--- src/rtl/led_bounce_pkg.sv ---
// Package: shared constants and helpers for the LED bounce sequencer.
// Assumes the bank width is at least 2.
package led_bounce_pkg;

    // Number of passes over the bank per cycle: one down, one up.
    localparam int unsigned SWEEP_PASSES = 2;

    // Width of a counter that must hold values 0..n-1 (at least 1 bit).
    function automatic int unsigned cnt_width(input int unsigned n);
        return (n > 1) ? $clog2(n) : 1;
    endfunction

endpackage

--- src/rtl/lbs_tick_timer.sv ---
// Module: dwell timer. A prescaler divides the clock into ticks, and a
// dwell counter counts ticks. step_o pulses for one cycle on the last
// cycle of each dwell period. Both counters hold while run_i is low.
// Assumes TICK_DIV >= 1 and DWELL_TICKS >= 1.
module lbs_tick_timer
    import led_bounce_pkg::*;
#(
    parameter int unsigned TICK_DIV    = 250000,
    parameter int unsigned DWELL_TICKS = 200
) (
    input  logic clk,
    input  logic rst_n,
    input  logic run_i,
    output logic step_o
);
    localparam int unsigned PRE_W = cnt_width(TICK_DIV);
    localparam int unsigned DW_W  = cnt_width(DWELL_TICKS);
    localparam logic [PRE_W-1:0] PRE_LAST = PRE_W'(TICK_DIV - 1);
    localparam logic [DW_W-1:0]  DW_LAST  = DW_W'(DWELL_TICKS - 1);

    logic [PRE_W-1:0] pre_q;
    logic [DW_W-1:0]  dw_q;
    logic             tick;

    assign tick   = run_i && (pre_q == PRE_LAST);
    assign step_o = tick && (dw_q == DW_LAST);

    // Prescaler: counts run cycles, wraps at TICK_DIV.
    always_ff @(posedge clk) begin
        if (!rst_n)        pre_q <= '0;
        else if (tick)     pre_q <= '0;
        else if (run_i)    pre_q <= pre_q + 1'b1;
    end

    // Dwell counter: counts ticks, wraps at DWELL_TICKS.
    always_ff @(posedge clk) begin
        if (!rst_n)        dw_q <= '0;
        else if (step_o)   dw_q <= '0;
        else if (tick)     dw_q <= dw_q + 1'b1;
    end

    AST_STEP_NEEDS_RUN: assert property (@(posedge clk) disable iff (!rst_n)
        step_o |-> run_i);
    AST_PRE_HOLD: assert property (@(posedge clk) disable iff (!rst_n)
        !run_i |=> $stable(pre_q) && $stable(dw_q));
    AST_PRE_RANGE: assert property (@(posedge clk) disable iff (!rst_n)
        pre_q <= PRE_LAST && dw_q <= DW_LAST);

endmodule

--- src/rtl/lbs_step_index.sv ---
// Module: step index register. Advances once per step pulse and wraps
// after the last step of the bounce cycle.
// Assumes step_i is a single-cycle pulse.
module lbs_step_index
    import led_bounce_pkg::*;
#(
    parameter int unsigned N_STEPS = 16,
    parameter int unsigned IDX_W   = 4
) (
    input  logic             clk,
    input  logic             rst_n,
    input  logic             step_i,
    output logic [IDX_W-1:0] idx_o
);
    localparam logic [IDX_W-1:0] LAST = IDX_W'(N_STEPS - 1);

    // Index register: reset to 0, advance on step, wrap after LAST.
    always_ff @(posedge clk) begin
        if (!rst_n)                       idx_o <= '0;
        else if (step_i && idx_o == LAST) idx_o <= '0;
        else if (step_i)                  idx_o <= idx_o + 1'b1;
    end

    AST_IDX_ADVANCE: assert property (@(posedge clk) disable iff (!rst_n)
        step_i && idx_o != LAST |=> idx_o == $past(idx_o) + 1'b1);
    AST_IDX_WRAP: assert property (@(posedge clk) disable iff (!rst_n)
        step_i && idx_o == LAST |=> idx_o == '0);
    AST_IDX_HOLD: assert property (@(posedge clk) disable iff (!rst_n)
        !step_i |=> $stable(idx_o));

endmodule

--- src/rtl/lbs_pattern_dec.sv ---
// Module: maps a step index to a one-hot LED pattern. Indices below
// LED_W walk down from the top bit, and the rest walk back up from bit 0.
// Assumes idx_i < 2*LED_W.
module lbs_pattern_dec #(
    parameter int unsigned LED_W = 8,
    parameter int unsigned IDX_W = 4
) (
    input  logic [IDX_W-1:0] idx_i,
    output logic [LED_W-1:0] pat_o
);
    // One compare pair per LED: lit on the down pass and on the up pass.
    for (genvar b = 0; b < LED_W; b++) begin : g_bit
        localparam logic [IDX_W-1:0] DOWN_IDX = IDX_W'(LED_W - 1 - b);
        localparam logic [IDX_W-1:0] UP_IDX   = IDX_W'(LED_W + b);
        assign pat_o[b] = (idx_i == DOWN_IDX) || (idx_i == UP_IDX);
    end

    always_comb begin
        AST_ONE_LIT: assert ($countones(pat_o) <= 1);
    end

endmodule

--- src/rtl/led_bounce_seq.sv ---
// Module: LED bounce sequencer top. Lights one LED at a time and sweeps
// the bank down and then back up, with each step held for
// TICK_DIV*DWELL_TICKS cycles. The bank enable is active low.
// Assumes rst_n is synchronous to clk and LED_W >= 2.
module led_bounce_seq
    import led_bounce_pkg::*;
#(
    parameter int unsigned LED_W       = 8,
    parameter int unsigned TICK_DIV    = 250000,
    parameter int unsigned DWELL_TICKS = 200
) (
    input  logic             clk,
    input  logic             rst_n,
    input  logic             run_en,
    output logic [LED_W-1:0] led_pat,
    output logic             led_en_n
);
    localparam int unsigned N_STEPS = SWEEP_PASSES * LED_W;
    localparam int unsigned IDX_W   = cnt_width(N_STEPS);

    logic             step;
    logic [IDX_W-1:0] idx;

    lbs_tick_timer #(
        .TICK_DIV    (TICK_DIV),
        .DWELL_TICKS (DWELL_TICKS)
    ) u_timer (
        .clk    (clk),
        .rst_n  (rst_n),
        .run_i  (run_en),
        .step_o (step)
    );

    lbs_step_index #(
        .N_STEPS (N_STEPS),
        .IDX_W   (IDX_W)
    ) u_index (
        .clk    (clk),
        .rst_n  (rst_n),
        .step_i (step),
        .idx_o  (idx)
    );

    lbs_pattern_dec #(
        .LED_W (LED_W),
        .IDX_W (IDX_W)
    ) u_dec (
        .idx_i (idx),
        .pat_o (led_pat)
    );

    // Bank enable: register the inverse of run_en; dark during reset.
    always_ff @(posedge clk) begin
        if (!rst_n) led_en_n <= 1'b1;
        else        led_en_n <= ~run_en;
    end

    AST_ONE_HOT: assert property (@(posedge clk) disable iff (!rst_n)
        $countones(led_pat) == 1);
    AST_RESET_TOP: assert property (@(posedge clk)
        !rst_n |=> led_pat == LED_W'(1) << (LED_W - 1) && led_en_n);
    AST_FREEZE: assert property (@(posedge clk) disable iff (!rst_n)
        !run_en |=> $stable(led_pat));
    AST_EN_ON: assert property (@(posedge clk) disable iff (!rst_n)
        run_en |=> !led_en_n);
    AST_EN_OFF: assert property (@(posedge clk) disable iff (!rst_n)
        !run_en |=> led_en_n);

endmodule

--- config.mk ---
export PLATFORM = sky130hd
export DESIGN_NAME = led_bounce_seq
export DESIGN_NICKNAME = d
export VERILOG_FILES = /design/src/rtl/led_bounce_pkg.sv /design/src/rtl/lbs_tick_timer.sv /design/src/rtl/lbs_step_index.sv /design/src/rtl/lbs_pattern_dec.sv /design/src/rtl/led_bounce_seq.sv
export SDC_FILE = /design/constraint.sdc
export NUM_CORES = 1
export LEC_CHECK = 0
export BUFFER_PORTS_ARGS = -buffer_cell sky130_fd_sc_hd__buf_2
export CORE_MARGIN = 10
export CORE_UTILIZATION = 50
export DETAILED_ROUTE_END_ITERATION = 10
export HOLD_SLACK_MARGIN = 0.03
export PLACE_DENSITY = 0.68
export REMOVE_ABC_BUFFERS = 1
export SETUP_SLACK_MARGIN = 0.05
export SLEW_MARGIN = 0
export SYNTH_ARGS = -nofsm -noshare
export SYNTH_HDL_FRONTEND = slang
export SYNTH_SLANG_ARGS = --single-unit
--- constraint.sdc ---
create_clock -name clk -period 4.1 [get_ports clk]
set_clock_uncertainty 0.15 [all_clocks]
set_input_delay 0.205 -clock clk [delete_from_list [all_inputs] [get_ports clk]]
set_output_delay 0.205 -clock clk [all_outputs]
set_load 0.05 [all_outputs]
## Word level (Yosys, flattened, before mapping)

Index checks and enable logic that the tools add are counted.
W data, S select, Z words.

- Eq/ne operators: 17
- $add $sub $neg: 3
- Bitwise logic cells: 2
- Reductions and logical operators: 15

Operators by type and width:

| operator | number |
|---|---|
| $eq A4 B4 Y1 const B | 8 |
| $add A18 B1 Y18 const B | 1 |
| $eq A18 B18 Y1 const B | 1 |
| $eq A4 B3 Y1 const B | 4 |
| $add A8 B1 Y8 const B | 1 |
| $eq A4 B2 Y1 const B | 2 |
| $eq A8 B8 Y1 const B | 1 |
| $logic_or A1 B1 Y1 | 8 |
| $reduce_or A2 Y1 | 3 |
| $add A4 B1 Y4 const B | 1 |
| $eq A4 B1 Y1 const B | 1 |
| $logic_not A4 Y1 | 1 |
| $logic_and A1 B1 Y1 | 3 |
| $not A1 Y1 | 2 |

- Output and inout bits: 9
- Bits in registers: 31
- Word-level logic and storage cells: 41
- Bits of input ports: 3

## Longest topological paths before layout

Gate-level depths: netlist (run 1).

- Depth after elaboration: 5
- Depth in mapped cells: 6
- Gate-level depth less buffers: 5

## By module

A second synthesis (run 1) with hierarchy kept.

- Cells, all modules: 184
- Area, all modules: 1602.8 µm²

By module, submodules not included:

| module | area an instance (µm²) | times used | cells each | sequential area each (µm²) |
|---|---|---|---|---|
| lbs_tick_timer | 1310.0 | 1 | 149 | 520.5 |
| lbs_step_index | 168.9 | 1 | 17 | 80.1 |
| lbs_pattern_dec | 100.1 | 1 | 16 | 0.0 |
| led_bounce_seq | 23.8 | 1 | 2 | 20.0 |

## Worst setup path after synthesis (run 1)

Ideal clock, no wire load.

- Path type: register to register
- Start point: register u_timer.pre_q[4]
- End point: register u_timer.dw_q[4]
- Arrival: 2.065 ns
- Path buffers: 2
- Cell stages (with the launch flop): 7
- Period minus slack after synthesis: 2.349 ns
- Data required time: 3.816 ns
- Setup slack: 1.751 ns
- Path through: dfxtp_1 or4_1 or4_4 buf_6 buf_2 o311ai_0 o31ai_1

- Longest elaborated chain between the ends: 4

RTL lines:

| element | line | source |
|---|---|---|
| start: declaration | lbs_tick_timer.sv:21 | `logic [PRE_W-1:0] pre_q;` |
| start signal: assignment | lbs_tick_timer.sv:32 | `else if (run_i) pre_q <= pre_q + 1'b1;` |
| $eq A18 B18 Y1 * | lbs_tick_timer.sv:25 | `assign tick = run_i && (pre_q == PRE_LAST);` |
| $logic_and A1 B1 Y1 * | lbs_tick_timer.sv:25 |  |
| $logic_and A1 B1 Y1 | lbs_tick_timer.sv:26 | `assign step_o = tick && (dw_q == DW_LAST);` |
| $reduce_or A2 Y1 (no source line) | - |  |
| end signal: assignment | lbs_tick_timer.sv:39 | `else if (tick) dw_q <= dw_q + 1'b1;` |
| end: declaration | lbs_tick_timer.sv:22 | `logic [DW_W-1:0] dw_q;` |

Mark *: on every way between the ends. The rest lies on a longest branch, timed or not.
A chain may end at the register's enable or synchronous reset.

## Worst setup path in the final report (run 1)

- Start point: register u_timer.pre_q[4]
- End point: register u_timer.pre_q[0]

- Longest elaborated chain between the ends: 3

RTL lines:

| element | line |
|---|---|
| $eq A18 B18 Y1 | lbs_tick_timer.sv:25 |
| $logic_and A1 B1 Y1 | lbs_tick_timer.sv:25 |
| $reduce_or A2 Y1 (no source line) | - |

Every way passes these cells.

==> metrics.md, run 1 <==
| Metric | Value |
|---|---|
| Outcome | `finished, final reports clean` |
| Layout cells sized above 1 | `10.33%` |
| Worst Path Required | `4.15 ns` |
| Min-delay src | `rst_n` |
| Die Area | `6073 sq um` |
| LEAKAGE | `0.6048 nW` |
| Asr flop ratio synth | `0%` |
| Routed len/inst | `13.42 um` |
| Final period util | `62.36%` |
| Post-DRT Antenna Nets | `0` |
| CTS clk-pin slew, worst paths | `0.11 ns` |
| IO Pins | `12` |
| Worst Hold End | `u_timer.dw_q[3]$_SDFFE_PP0P_` |
| Vias after detailed routing | `1,473` |
| Iteration-0 DRC Markers | `89` |
| Main synth FF type | `dfxtp_1` |
| Reg-to-reg endpoint | `u_timer.pre_q[0]$_SDFFE_PP0P_` |
| Post-route cell area | `1846 sq um` |
| Post-synth top area cell | `dfxtp_1` |
| Synth cell types | `36` |
| Most frequent cell after synthesis | `dfxtp_1` |
| Initial Utilization | `53.64%` |
| DRT Wirelength | `3.450 mm` |
| N_diodes | `0` |
| Dpl ws | `1.531 ns` |
| Post-placement cell count | `247` |
| Period minus WS final | `2.557 ns` |
| Pre-antenna DRT Iters | `4` |
| Yosys synthesis warning count | `0` |
| Synthesized flop and latch total | `31` |
| Largest net degree at the start of global routing | `22` |
| TritonCTS Buffers | `5` |
| Via density | `5.732` |
| Reg2reg path depth | `4` |
| Root buffer selected by CTS | `clkbuf_4` |
| CP max-delay cell | `or4_4` |
| # Max-Cap Violations | `0` |
| Fin nets | `221` |
| Crit path cell chain | `or4_1 -> or4_4 -> o21ai_2 -> nor2_1` |
| Setup TNS | `0 ns` |
| Post-CTS resize count | `0` |
| Fillcell total | `290` |
| TritonCTS clock tree | `yes` |
| Worst-Margin Slew | `0.6743 ns` |
| Top post-synthesis cells by area | `dfxtp_1 37%, or4_1 4.9%, ha_1 4.5%, o21ai_0 4.5%, a21oi_1 4.2%` |
| Worst-Skew Late Latency | `0.35 ns` |
| Area of placed instances | `1739 sq um` |
| RSZ-0062 raised after global routing | `no` |
| Post-synth top cells | `31 x dfxtp_1, 15 x o21ai_0, 14 x a21oi_1, 14 x nand2_1, 12 x nor2_1` |
| Crit Path Category | `register to register` |
| Max rail drop VDD | `0.2325 mV` |
| Type of origin of the critical path | `register` |
| Clk buf depth | `2` |
| Layout Cells excl Fill | `257` |
| Hold Path Stages | `3` |
| Clock sinks | `31` |
| Std-Cell Rows | `20` |
| GRT Total Usage | `11.78%` |
| Gr ovfl total | `0` |
| Worst r2r src | `u_timer.pre_q[4]$_SDFFE_PP0P_` |
| Initial antenna violation count | `0` |
| Die X-Extent | `77.93 um` |
| Mapped Cells | `202` |
| H-tree Lvls | `2` |
| Crit-path max cell delay | `0.67 ns` |
| Die height | `77.93 um` |
| Post-synthesis sequential area ratio | `36.99%` |
| Number of global-route vias before repair | `1,377` |
| Crit path DAT | `2.60 ns` |
| Final Hold Vio Count | `0` |
| Final setup violation count | `0` |
| First-pass GRT wire length | `5.996 mm` |
| Placeable Area | `3128 sq um` |
| Yosys top cell area share | `36.99%` |
| Max Slew Vio Count | `0` |
| Critical path peak fanout | `21` |
| Dpl hpwl | `2.464 mm` |
| DRC Markers | `0` |
| Number of synthesized flops with an enable pin | `0` |
| GP Congestion | `0.8010` |
| Setup crit end kind | `register` |
| PD cells | `315.1 nW/um^2` |
| P&R area growth vs syn | `9.993%` |
| Post-Syn Area | `1678 sq um` |
| Syn avg cell area | `8.306 sq um` |
| FMAX | `0.3911 GHz` |
| Hold Path Class | `primary input to register` |
| IO Port Bufs | `11` |
| Worst Setup Slack, final | `1.543 ns` |
| R2r setup slk | `1.54 ns` |
| Max-slew headroom | `55.04%` |
==> report_power, final <==
group          total [mW]  switching, mW  leakage [nW]  internal (mW)
Clock               0.257          0.113        0.0482          0.144
Combinational      0.0188         0.0124         0.306        0.00644
Sequential          0.306        0.00258         0.250          0.304
==> how the worst max path moves through the flow <==
stage                                  startpoint                       endpoint  slack (ns)  cells past startpoint
floorplan           u_timer.pre_q[4]$_SDFFE_PP0P_  u_index.idx_o[1]$_SDFFE_PP0P_        1.77                      4
global placement    u_timer.pre_q[4]$_SDFFE_PP0P_  u_timer.pre_q[1]$_SDFFE_PP0P_        1.62                      4
detailed placement  u_timer.pre_q[4]$_SDFFE_PP0P_  u_timer.pre_q[0]$_SDFFE_PP0P_        1.53                      4
CTS                 u_timer.pre_q[4]$_SDFFE_PP0P_  u_timer.pre_q[0]$_SDFFE_PP0P_        1.51                      4
global route        u_timer.pre_q[4]$_SDFFE_PP0P_  u_timer.pre_q[8]$_SDFFE_PP0P_        1.37                      4
finish              u_timer.pre_q[4]$_SDFFE_PP0P_  u_timer.pre_q[0]$_SDFFE_PP0P_        1.54                      4
==> area by class of cell <==
type                       count  area [sq um]  share of cell area [%]
clock inverter                 2         35.03                   1.898
sequential                    31         620.6                   33.63
multi-input combinational    150         967.2                   52.41
clock buffer                   6         51.30                   2.780
timing repair buffer          13         75.07                   4.068
tap                           44         55.05                   2.983
inverter                      11         41.29                   2.237
==> registers in the layout, summed over array words and instances, names as in the netlist <==
register       flops
u_timer.dw_q       8
u_index.idx_o      4
led_en_n           1
u_timer.pre_q     18
==> layout by cell type, fill, tap and decap left out, drive strengths merged <==
cell type | Yosys | routed
dfxtp | 31 | 31
o21ai | 16 | 16
nand2 | 14 | 14
a21oi | 14 | 14
nor2 | 12 | 12
or4 | 12 | 12
nand3 | 11 | 11
buf | 4 | 11
inv | 10 | 10
o31ai | 8 | 8
nand2b | 7 | 7
nand4 | 6 | 6
or3 | 6 | 6
xnor2 | 6 | 6
ha | 6 | 6
clkbuf | 6 | 6
mux2i | 5 | 5
and3 | 4 | 4
xor2 | 4 | 4
o311ai | 3 | 3
nand4b | 2 | 2
or4b | 2 | 2
and4 | 2 | 2
nor3 | 2 | 2
dlygate4sd3 | 0 | 2
and2 | 2 | 2
clkinv | 1 | 2
nand3b | 1 | 1
nor4b | 1 | 1
nor3b | 1 | 1
or2 | 1 | 1
a211oi | 1 | 1
o32ai | 1 | 1
bufinv | 0 | 1
==> stage by stage <==
| step | util (%) | hold slack [ns] | power (mW) |
|---|---|---|---|
| finish | 59.00 | 0.05637 | 0.5815 |
| floorplan | - | 0.1169 | 0.3235 |
| global placement | 55.60 | 0.3113 | 0.3297 |
| CTS | 59.00 | 0.05412 | 0.5879 |
| global route | 59.00 | 0.08525 | 0.6020 |
| detailed placement | 55.60 | 0.3216 | 0.3308 |
==> worst max-delay path: cells and delay by family, from the launching register on <==
kind / cells / cell delay (ns)
and+or+nand+nor: 3 / 1.31
DFF: 1 / 0.35
AOI/OAI and AO/OA: 1 / 0.60
==> what timing repair did <==
action                    4_1_cts  5_1_grt
setup buffers                   0        0
hold endpoints to repair        1        0
hold buffers                    2        0
==> metal layers <==
metal	share of wire (%)	track usage (%)
met5	0	0
met4	1.7	4.659
met3	4.3	4.724
met2	50	19.82
met1	44	13.00
==> logic make-up (layout without fill, tap and decap cells) <==
group                      count (synthesis)  in the layout  share of synthesized area (%)
and+or+nand+nor                           86             86                          29.68
buffers and inverters                     21             32                          5.369
adders and majority gates                  6              6                          4.474
xor gates and xnor gates                  10             10                          5.220
muxes                                      5              5                          2.983
AOI/OAI and AO/OA                         43             43                          15.29
DFF                                       31             31                          36.99
Note: power is estimated with default switching activity, not from simulation.
==> run 2: changes to the inputs <==
ABC_AREA = 1   (was not set)
clock period = 2.6 ns   (was 4.1 ns; I/O delays follow)
==> metrics.md, run 2 <==
| Metric | Value |
|---|---|
| Syn avg cell area | `6.637 sq um (was 8.306 sq um)` |
| P&R area growth vs syn | `9.710% (was 9.993%)` |
| Outcome | `finished, final reports clean (unchanged)` |
| Final Hold Vio Count | `0 (unchanged)` |
| RSZ-0062 raised after global routing | `no (unchanged)` |
| Hold Slack | `0.3392 ns (was 0.05637 ns)` |
| First-pass GRT wire length | `6.168 mm (was 5.996 mm)` |
| Number of setup buffers added after CTS | `0 (unchanged)` |
| Vias after detailed routing | `1,607 (was 1,473)` |
| Critical Path End | `led_pat[4] (was u_timer.pre_q[0]$_SDFFE_PP0P_)` |
| Hold Path Class | `register to register (was primary input to register)` |
| Reg-to-reg endpoint | `u_timer.dw_q[2]$_SDFFE_PP0P_ (was u_timer.pre_q[0]$_SDFFE_PP0P_)` |
| Dpl ws | `0.8293 ns (was 1.531 ns)` |
| N_diodes | `0 (unchanged)` |
| Wire length on met3 | `104 um (was 149 um)` |
| Reg2reg path depth | `9 (was 4)` |
| LEAKAGE | `0.7505 nW (was 0.6048 nW)` |
| Pre-antenna DRT Iters | `4 (unchanged)` |
| Synth cell types | `27 (was 36)` |
| Crit path DAT | `1.52 ns (was 2.60 ns)` |
| Synthesized flop and latch total | `31 (unchanged)` |
| TritonCTS clock tree | `yes (unchanged)` |
| Largest register FFs | `18 (unchanged)` |
| Root buffer selected by CTS | `clkbuf_4 (unchanged)` |
| Setup TNS | `0 ns (unchanged)` |
| Placeable Area | `3363 sq um (was 3128 sq um)` |
| GRT Total Usage | `11.97% (was 11.78%)` |
| TritonCTS Buffers | `5 (unchanged)` |
| IO Pins | `12 (unchanged)` |
| Die height | `79.42 um (was 77.93 um)` |
| Post-DRT Antenna Nets | `0 (unchanged)` |
| DRT Wirelength | `3.468 mm (was 3.450 mm)` |
| Fin nets | `293 (was 221)` |
| R2r setup slk | `0.82 ns (was 1.54 ns)` |
| Die Area | `6308 sq um (was 6073 sq um)` |
| Period minus WS final | `1.802 ns` |
| Layout Cells excl Fill | `331 (was 257)` |
| FMAX | `0.5549 GHz` |
| Dpl hpwl | `2.575 mm (was 2.464 mm)` |
| Most frequent cell after synthesis | `nand2_1 (was dfxtp_1)` |
| Asr flop ratio synth | `0% (unchanged)` |
| Post-synth top cells | `70 x nand2_1, 41 x nor2_1, 36 x inv_1 (was 31 x dfxtp_1, 15 x o21ai_0, 14 x a21oi_1, 14 x nand2_1, 12 x nor2_1)` |
| GP Congestion | `0.8702 (was 0.8010)` |
| DR WL met2 | `1.650 mm (was 1.731 mm)` |
| Post-Route M1 WL | `1.672 mm (was 1.510 mm)` |
| CTS clk-pin slew, worst paths | `0.10 ns (was 0.11 ns)` |
| Die X-Extent | `79.42 um (was 77.93 um)` |
| Max-slew headroom | `67.13% (was 55.04%)` |
| Top flop regs | `u_timer.pre_q x18, u_timer.dw_q x8, u_index.idx_o x4 (unchanged)` |
| DRC Markers | `0 (unchanged)` |
| Type of origin of the critical path | `register (unchanged)` |
| Routed len/inst | `10.48 um (was 13.42 um)` |
| Top post-synthesis cells by area | `dfxtp_1 35%, nand2_1 15%, nor2_1 8.7%, inv_1 7.7%, nand3_1 6.8% (was dfxtp_1 37%, or4_1 4.9%, ha_1 4.5%, o21ai_0 4.5%, a21oi_1 4.2%)` |
| Max Slew Vio Count | `0 (unchanged)` |
| Post-synthesis sequential area ratio | `35.15% (was 36.99%)` |
| Worst-Skew Late Latency | `0.33 ns (was 0.35 ns)` |
| Worst r2r src | `u_timer.pre_q[1]$_SDFFE_PP0P_ (was u_timer.pre_q[4]$_SDFFE_PP0P_)` |
| Main synth FF type | `dfxtp_1 (unchanged)` |
| Number of synthesized flops with an enable pin | `0 (unchanged)` |
| IO Port Bufs | `11 (unchanged)` |
| Commonest non-fill, non-tap cells in the layout | `70 x nand2_1, 41 x nor2_1, 36 x inv_1 (was 31 x dfxtp_1, 15 x o21ai_0, 14 x nand2_1, 14 x a21oi_1, 12 x nor2_1)` |
| Final setup violation count | `0 (unchanged)` |
| Post-placement cell count | `320 (was 247)` |
| Final period util | `69.31%` |
| Crit Path Category | `register to output pin (was register to register)` |
| # Max-Cap Violations | `0 (unchanged)` |
| Std-Cell Rows | `21 (was 20)` |
| Number of global-route vias before repair | `1,483 (was 1,377)` |
| Worst Path Required | `2.32 ns (was 4.15 ns)` |
| Mapped Cells | `266 (was 202)` |
| Worst Setup Slack, final | `0.7979 ns (was 1.543 ns)` |
| Layout cells sized above 1 | `9.825% (was 10.33%)` |
| Worst-Margin Slew | `0.4919 ns (was 0.6743 ns)` |
| Via density | `4.855 (was 5.732)` |
| Post-CTS resize count | `0 (unchanged)` |
| Post-CTS Hold Buffers | `3 (was 2)` |
| Clk buf depth | `2 (unchanged)` |
| CP Launch Point | `u_index.idx_o[0]$_SDFFE_PP0P_ (was u_timer.pre_q[4]$_SDFFE_PP0P_)` |
| PD cells | `428.8 nW/um^2 (was 315.1 nW/um^2)` |
| Top reg by flops | `u_timer.pre_q (unchanged)` |
| DR top layer | `met4 (unchanged)` |
| Post-synth top area cell | `dfxtp_1 (unchanged)` |
| Yosys top cell area share | `35.15% (was 36.99%)` |
| H-tree Lvls | `2 (unchanged)` |
| Iteration-0 DRC Markers | `57 (was 89)` |
| Commonest non-fill, non-tap cell in the layout | `nand2_1 (was dfxtp_1)` |
| Largest net degree at the start of global routing | `20 (was 22)` |
| Setup crit end kind | `output pin (was register)` |
| Post-Syn Area | `1765 sq um (was 1678 sq um)` |
| Critical path peak fanout | `5 (was 21)` |
| Gr ovfl total | `0 (unchanged)` |
| Initial Utilization | `52.49% (was 53.64%)` |
| Clock sinks | `31 (unchanged)` |
| Max rail drop VDD | `0.3205 mV (was 0.2325 mV)` |
| Yosys synthesis warning count | `0 (unchanged)` |
| Initial antenna violation count | `0 (unchanged)` |
run 2: cell count changes in the layout (fill, tap and decap cells not counted), sizes merged, moves of 8 or more:
cell and change:
nand2 +58, nor2 +31, inv +27, nand3 +14, o21ai -13, or4 -12, o22ai +8, o31ai -8
run 2: cell type report:
class	instances	area [sq um]
Timing Repair Buffer	15	92.59
Multi-Input combinational cell	194	958.4
Sequential cell	31	620.6
Fill cell	357	1426
Clock buffer	8	68.82
Inverter	37	138.9
Tap cell	46	57.56
run 2: worst min path at each step:
stage,cells after the start,start,end
detailed placement,2,rst_n,led_en_n$_SDFF_PN1_
global placement,2,rst_n,led_en_n$_SDFF_PN1_
CTS,2,u_timer.dw_q[4]$_SDFFE_PP0P_,u_timer.dw_q[4]$_SDFFE_PP0P_
floorplan,1,run_en,led_en_n$_SDFF_PN1_
global route,2,u_timer.dw_q[7]$_SDFFE_PP0P_,u_timer.dw_q[7]$_SDFFE_PP0P_
finish,2,u_timer.dw_q[3]$_SDFFE_PP0P_,u_timer.dw_q[3]$_SDFFE_PP0P_
run 2: routing by layer:
| layer | global-route usage [%] | vias to the layer above |
|---|---|---|
| li1 | - | 882 |
| met1 | 14.14 | 699 |
| met2 | 19.74 | 22 |
| met3 | 3.491 | 4 |
| met4 | 4.839 | 0 |
| met5 | 0 | - |
run 2: worst max-delay path, cell delays in order (launching register included):
cell and delay [ns]:
dfxtp_1 0.37, inv_1 0.13, ha_1 0.15, inv_1 0.07, o22ai_1 0.19, buf_2 0.29
run 2: stage by stage:
step | util, % | total power, mW | cell area [sq um]
floorplan | - | 0.5073 | 1718
global placement | 54.65 | 0.5163 | 1838
detailed placement | 54.65 | 0.5169 | 1838
CTS | 57.59 | 0.8391 | 1937
global route | 57.59 | 0.8575 | 1937
finish | 57.59 | 0.8305 | 1937
run 2: cells by family (layout without fill, tap and decap cells):
group | Yosys count | in the layout | synth area share (%)
AOI/OAI and AO/OA | 22 | 22 | 7.229
buffers and inverters | 41 | 60 | 10.56
muxes | 1 | 1 | 0.5670
adders and majority gates | 6 | 6 | 4.252
xor gates and xnor gates | 8 | 8 | 3.969
DFF | 31 | 31 | 35.15
and+or+nand+nor | 157 | 157 | 38.27
run 2: where the power goes:
| group | switching (mW) | internal, mW |
|---|---|---|
| combinational | 0.0186 | 0.0100 |
| sequential | 0.00237 | 0.478 |
| clock | 0.162 | 0.159 |
| total | 0.183 | 0.647 |
